[src/rtl/lock_arb_pkg.sv]
package lock_arb_pkg;
  localparam int unsigned LOCK_AGENTS_DEFAULT = 16;

  // Result of decoding one owner-register write against the current owner.
  typedef enum logic [1:0] {
    OWN_NONE     = 2'b00,
    OWN_RELEASE  = 2'b01,
    OWN_WITHDRAW = 2'b10,
    OWN_BOTH     = 2'b11
  } own_wr_kind_e;
endpackage

[src/rtl/lowest_pick.sv]
module lowest_pick #(
  parameter int unsigned WIDTH = 16
) (
  input  logic [WIDTH-1:0] vec_i,
  output logic [WIDTH-1:0] pick_o,
  output logic             any_o
);
  // seen[i] is 1 when some bit below position i is set
  logic [WIDTH:0] seen;

  assign seen[0] = 1'b0;

  for (genvar gi = 0; gi < WIDTH; gi++) begin : g_chain
    assign pick_o[gi]  = vec_i[gi] & ~seen[gi];
    assign seen[gi+1]  = seen[gi] | vec_i[gi];
  end

  assign any_o = seen[WIDTH];

  always_comb begin
    if (any_o) begin
      assert ($onehot(pick_o)) else $error("pick not one-hot");
    end
  end
endmodule

[src/rtl/claim_bank.sv]
module claim_bank #(
  parameter int unsigned AGENTS = 16
) (
  input  logic              clk,
  input  logic              rst_n,
  input  logic              set_en_i,
  input  logic [AGENTS-1:0] set_mask_i,
  input  logic [AGENTS-1:0] owner_i,
  input  logic [AGENTS-1:0] withdraw_i,
  input  logic [AGENTS-1:0] take_i,
  output logic [AGENTS-1:0] claim_q_o
);
  logic [AGENTS-1:0] claim_q, claim_d, add_mask;
  logic              claim_en;

  always_comb begin
    add_mask = set_en_i ? (set_mask_i & ~owner_i) : '0;
    claim_d  = (claim_q | add_mask) & ~withdraw_i & ~take_i;
    claim_en = set_en_i | (|withdraw_i) | (|take_i);
  end

  always_ff @(posedge clk or negedge rst_n) begin
    if (!rst_n) begin
      claim_q <= '0;
    end else if (claim_en) begin
      claim_q <= claim_d;
    end
  end

  assign claim_q_o = claim_q;

  AST_NO_SPONTANEOUS_CLAIM: assert property (@(posedge clk) disable iff (!rst_n)
    !set_en_i |=> ((claim_q & ~$past(claim_q)) == '0));

  AST_WITHDRAW_CLEARS: assert property (@(posedge clk) disable iff (!rst_n)
    (withdraw_i != '0) |=> ((claim_q & $past(withdraw_i)) == '0));

  AST_OWNER_CLAIM_IGNORED: assert property (@(posedge clk) disable iff (!rst_n)
    (set_en_i && ((set_mask_i & owner_i & ~claim_q) != '0))
      |=> ((claim_q & $past(set_mask_i & owner_i & ~claim_q)) == '0));
endmodule

[src/rtl/owner_reg.sv]
module owner_reg
  import lock_arb_pkg::*;
#(
  parameter int unsigned AGENTS = 16
) (
  input  logic              clk,
  input  logic              rst_n,
  input  logic              wr_en_i,
  input  logic [AGENTS-1:0] wr_mask_i,
  input  logic [AGENTS-1:0] claim_i,
  output logic [AGENTS-1:0] owner_q_o,
  output logic [AGENTS-1:0] withdraw_o,
  output logic [AGENTS-1:0] take_o
);
  logic [AGENTS-1:0] owner_q, owner_d;
  logic [AGENTS-1:0] release_hit, withdraw, pending, winner;
  logic              any_pending, lock_free, owner_en;
  own_wr_kind_e      wr_kind;

  lowest_pick #(.WIDTH(AGENTS)) i_pick (
    .vec_i  (pending),
    .pick_o (winner),
    .any_o  (any_pending)
  );

  always_comb begin
    release_hit = wr_en_i ? (wr_mask_i & owner_q)  : '0;
    withdraw    = wr_en_i ? (wr_mask_i & ~owner_q) : '0;
    wr_kind     = own_wr_kind_e'({|withdraw, |release_hit});
    lock_free   = (owner_q == '0);
    pending     = claim_i & ~withdraw;
    take_o      = lock_free ? winner : '0;
    owner_en    = lock_free ? any_pending
                            : (wr_kind == OWN_RELEASE || wr_kind == OWN_BOTH);
    owner_d     = lock_free ? winner : '0;
  end

  always_ff @(posedge clk or negedge rst_n) begin
    if (!rst_n) begin
      owner_q <= '0;
    end else if (owner_en) begin
      owner_q <= owner_d;
    end
  end

  assign owner_q_o  = owner_q;
  assign withdraw_o = withdraw;

  AST_OWNER_ONEHOT0: assert property (@(posedge clk) disable iff (!rst_n)
    $onehot0(owner_q));

  AST_RELEASE_EMPTIES: assert property (@(posedge clk) disable iff (!rst_n)
    (release_hit != '0) |=> (owner_q == '0));

  AST_RELEASE_GAP: assert property (@(posedge clk) disable iff (!rst_n)
    (owner_q != '0) |=> ($past(owner_q) == owner_q || owner_q == '0));

  AST_FREE_IS_TAKEN: assert property (@(posedge clk) disable iff (!rst_n)
    (lock_free && any_pending) |=> $onehot(owner_q));
endmodule

[src/rtl/lock_arbiter.sv]
module lock_arbiter
  import lock_arb_pkg::*;
#(
  parameter int unsigned AGENTS = LOCK_AGENTS_DEFAULT
) (
  input  logic              clk,
  input  logic              rst_n,
  input  logic              claim_we,
  input  logic [AGENTS-1:0] claim_wdata,
  input  logic              owner_we,
  input  logic [AGENTS-1:0] owner_wdata,
  output logic [AGENTS-1:0] claim_q,
  output logic [AGENTS-1:0] owner_q
);
  logic [AGENTS-1:0] withdraw, take;

  owner_reg #(.AGENTS(AGENTS)) i_owner (
    .clk        (clk),
    .rst_n      (rst_n),
    .wr_en_i    (owner_we),
    .wr_mask_i  (owner_wdata),
    .claim_i    (claim_q),
    .owner_q_o  (owner_q),
    .withdraw_o (withdraw),
    .take_o     (take)
  );

  claim_bank #(.AGENTS(AGENTS)) i_claims (
    .clk        (clk),
    .rst_n      (rst_n),
    .set_en_i   (claim_we),
    .set_mask_i (claim_wdata),
    .owner_i    (owner_q),
    .withdraw_i (withdraw),
    .take_i     (take),
    .claim_q_o  (claim_q)
  );

  AST_NO_OVERLAP: assert property (@(posedge clk) disable iff (!rst_n)
    ((claim_q & owner_q) == '0));
endmodule

[config.mk]
export PLATFORM = sky130hd
export DESIGN_NAME = lock_arbiter
export DESIGN_NICKNAME = d
export VERILOG_FILES = /design/src/rtl/lock_arb_pkg.sv /design/src/rtl/lowest_pick.sv /design/src/rtl/claim_bank.sv /design/src/rtl/owner_reg.sv /design/src/rtl/lock_arbiter.sv
export SDC_FILE = /design/constraint.sdc
export NUM_CORES = 1
export LEC_CHECK = 0
export BUFFER_PORTS_ARGS = -buffer_cell sky130_fd_sc_hd__buf_2
export CAP_MARGIN = 20
export CORE_ASPECT_RATIO = 0.9
export CORE_MARGIN = 3
export CORE_UTILIZATION = 55
export CTS_BUF_LIST = sky130_fd_sc_hd__clkbuf_4 sky130_fd_sc_hd__clkbuf_8 sky130_fd_sc_hd__clkbuf_16
export CTS_CLUSTER_SIZE = 25
export DETAILED_ROUTE_END_ITERATION = 10
export HOLD_SLACK_MARGIN = 0.02
export PLACE_DENSITY_LB_ADDON = 0.1
export SYNTH_ARGS = -nofsm -noshare
export SYNTH_HDL_FRONTEND = slang
export SYNTH_HIERARCHICAL = 1
export SYNTH_SLANG_ARGS = --single-unit
[constraint.sdc]
create_clock -name clk -period 4.5 [get_ports clk]
set_input_delay 0.225 -clock clk [delete_from_list [all_inputs] [get_ports clk]]
set_output_delay 0.225 -clock clk [all_outputs]
set_load 0.005 [all_outputs]
==> flow_summary.toml <==
[route]
dr_total_vias = 1928
drt-vias-per-instance = 5.95
ant_nets = 0
dr.pass1.iters = 4
drt_iter0_markers = 138
drc = 0
drt-total-wl_mm = 5.38
wl_per_cell_um = 16.6

[cells_and_area]
final_layout_size_suffix_gt1_share_pct = 35.0
layout_commonest_cell = "buf_2"
n_fill_cell = 293
area_delta_synth_final_pct = 18.5
final_util_pct = 70.3
regArea_sq_um = 801
antenna_cells = 0
mostFrequentLayoutCells = "67 x buf_2, 32 x dfrtp_1, 20 x a22o_1"
multi_input_area_sq_um = 1100
layout.nets = 315
stdcell_count = 324

[logic_synthesis]
synth_ff_type = "dfrtp_1"
async_reset_ff_share_pct = 100
synth_edf_count = 0
yosys_register_bits = 32
syn_inst = 217
synth_area_sq_um = 2080
yosysUniqueCellTypes = 33
seq_area_frac_synth_pct = 38.5
syn_area_per_cell_sq_um = 9.58
synth_fp_nets = 253
yosysWarnings = 6

[worst_setup_path]
critPathMaxFanout = 16
required_ns = 4.66
endpoint_kind = "register"
critPathSlowestCell = "or4_1"
cp-start-kind = "register"
slowest_delay_ns = 0.78
worstPathCellList = "nor2_1 -> nor2b_1 -> or4_1 -> or4_4 -> and2_4 -> a22o_1"
criticalPathCategory = "reg2reg"
reg2reg_setup_slack_ns = 1.83
worstPathArrival_ns = 2.84

[die]
initial_core_util_pct = 59.3
rows = 20
die-area_sq_um = 4550
core_area_sq_um = 3500
die_h_um = 64.3
die_w_um = 70.8
pin_count = 68

[sta]
min_period_ns = 2.67
slew_headroom_pct = 51.8
setup-violations-final = 0
finalSetupTns_ns = 0
drv_slew = 0
max_freq_ghz = 0.374
whs_ns = -0.000152
skew_ns = 0.00226
rsz0062_at_grt = "no"
tightestPinTransition_ns = 0.723
hold_violations = 1
fin_crit_sh_pct = 59.4

[pwr]
power.leakage_uw = 0.00122
peakVddDrop_mv = 0.273
power_uw = 1330
powerDensity_nw_per_um2 = 542

[clocking]
cts-resized-gates = 0
h-tree-depth = 2
clock_path_buffers = 2
cts_made_buffers = 5
clk_latency_ns = 0.28
cts_root_buf = "clkbuf_8"
hold_buffers = 0
clk_pin_slew_ns = 0.06
cts_tree = "built"
cts_setup_buffers = 0
cts_sinks = 32

[placement]
dp.cells = 316
detailed_place_hpwl_mm = 3.86
port_buffers = 67
place.gp.congestion = 0.820

[grt]
grt_max_degree = 33
antenna_found_initial = 0
grt_pass1_vias = 1832
grt_first_pass_wirelength_mm = 8.80
grt_overflow_total = 0
grtUsageTotal_pct = 24.3

[worst_hold_path]
hold_class = "in2async"

[run_status]
outcome = "finished with violations"
violations = "negative hold slack"

[job]
maxCapViolations = 0
## path summary, 6_finish.rpt
kind,cells after the start,startpoint,to
worst max register to register,6,i_owner/owner_q_o[1],i_owner/owner_q_o[6]
max in group asynchronous,1,rst_n,i_owner/owner_q_o[0]
min in group clk,3,claim_wdata[3],i_claims/claim_q_o[3]
worst max-delay path,6,i_owner/owner_q_o[1],i_owner/owner_q_o[6]
worst min register to register,2,i_claims/claim_q_o[5],i_claims/claim_q_o[5]
worst min-delay path,1,rst_n,i_claims/claim_q_o[0]
## layer usage
layer  part of all wire, %  GRT usage, %
met1                    46          34.2
met2                    45          36.6
met3                   7.9          5.66
met4                   1.5          8.45
met5                     0             0
## synthesized netlist by cell type, types with 6 or more instances
cell type	number	area share [%]
dfrtp_1	32	39
a22o_1	20	8.4
inv_1	19	3.4
nor2b_1	17	5.1
nand3b_1	16	5.8
nor2_1	15	2.7
nand2_1	14	2.5
nor4_1	11	3.3
a211oi_2	10	6.0
and2_1	10	3.0
a211oi_1	6	2.2
and2_2	6	2.2
## power breakdown
part	switching, uW	internal [uW]
Sequential	89.5	369
Clock	97.9	137
Combinational	365	276
Total	552	782
## state kept, by name, indices dropped and copies added (netlist names)
signal,flops
i_claims/claim_q_o,16
i_owner/owner_q_o,16
## stage by stage
step	cell area, sq um	worst slack, ns	hold slack, ns
floorplan	2080	1.62	-0.0706
global placement	2360	1.76	0.322
detailed placement	2360	1.70	0.326
CTS	2460	1.84	0.0230
global route	2460	1.72	0.0534
finish	2460	1.83	-0.000152
## layout make-up
| cell class | count | share of cell area, % |
|---|---|---|
| inverters | 19 | 2.90 |
| flip-flops and latches | 32 | 32.5 |
| well taps | 44 | 2.24 |
| repair buffers | 67 | 13.6 |
| clock buffers | 8 | 3.96 |
| multi-input cells | 154 | 44.8 |
## cell families (layout without fill, tap and decap cells)
| family | after synthesis | count (layout) | synth area share (%) |
|---|---|---|---|
| and+or+nand+nor | 114 | 114 | 34.7 |
| DFF | 32 | 32 | 38.5 |
| buffers and inverters | 31 | 94 | 8.43 |
| AOI/OAI and AO/OA | 40 | 40 | 18.3 |
## worst max-delay path: cells and delay by family, from the launching register on
kind	cells	cell delay (ns)
simple gates	5	1.91
flops	1	0.45
compound gates	1	0.20
Power figures use the tool's default switching activity.
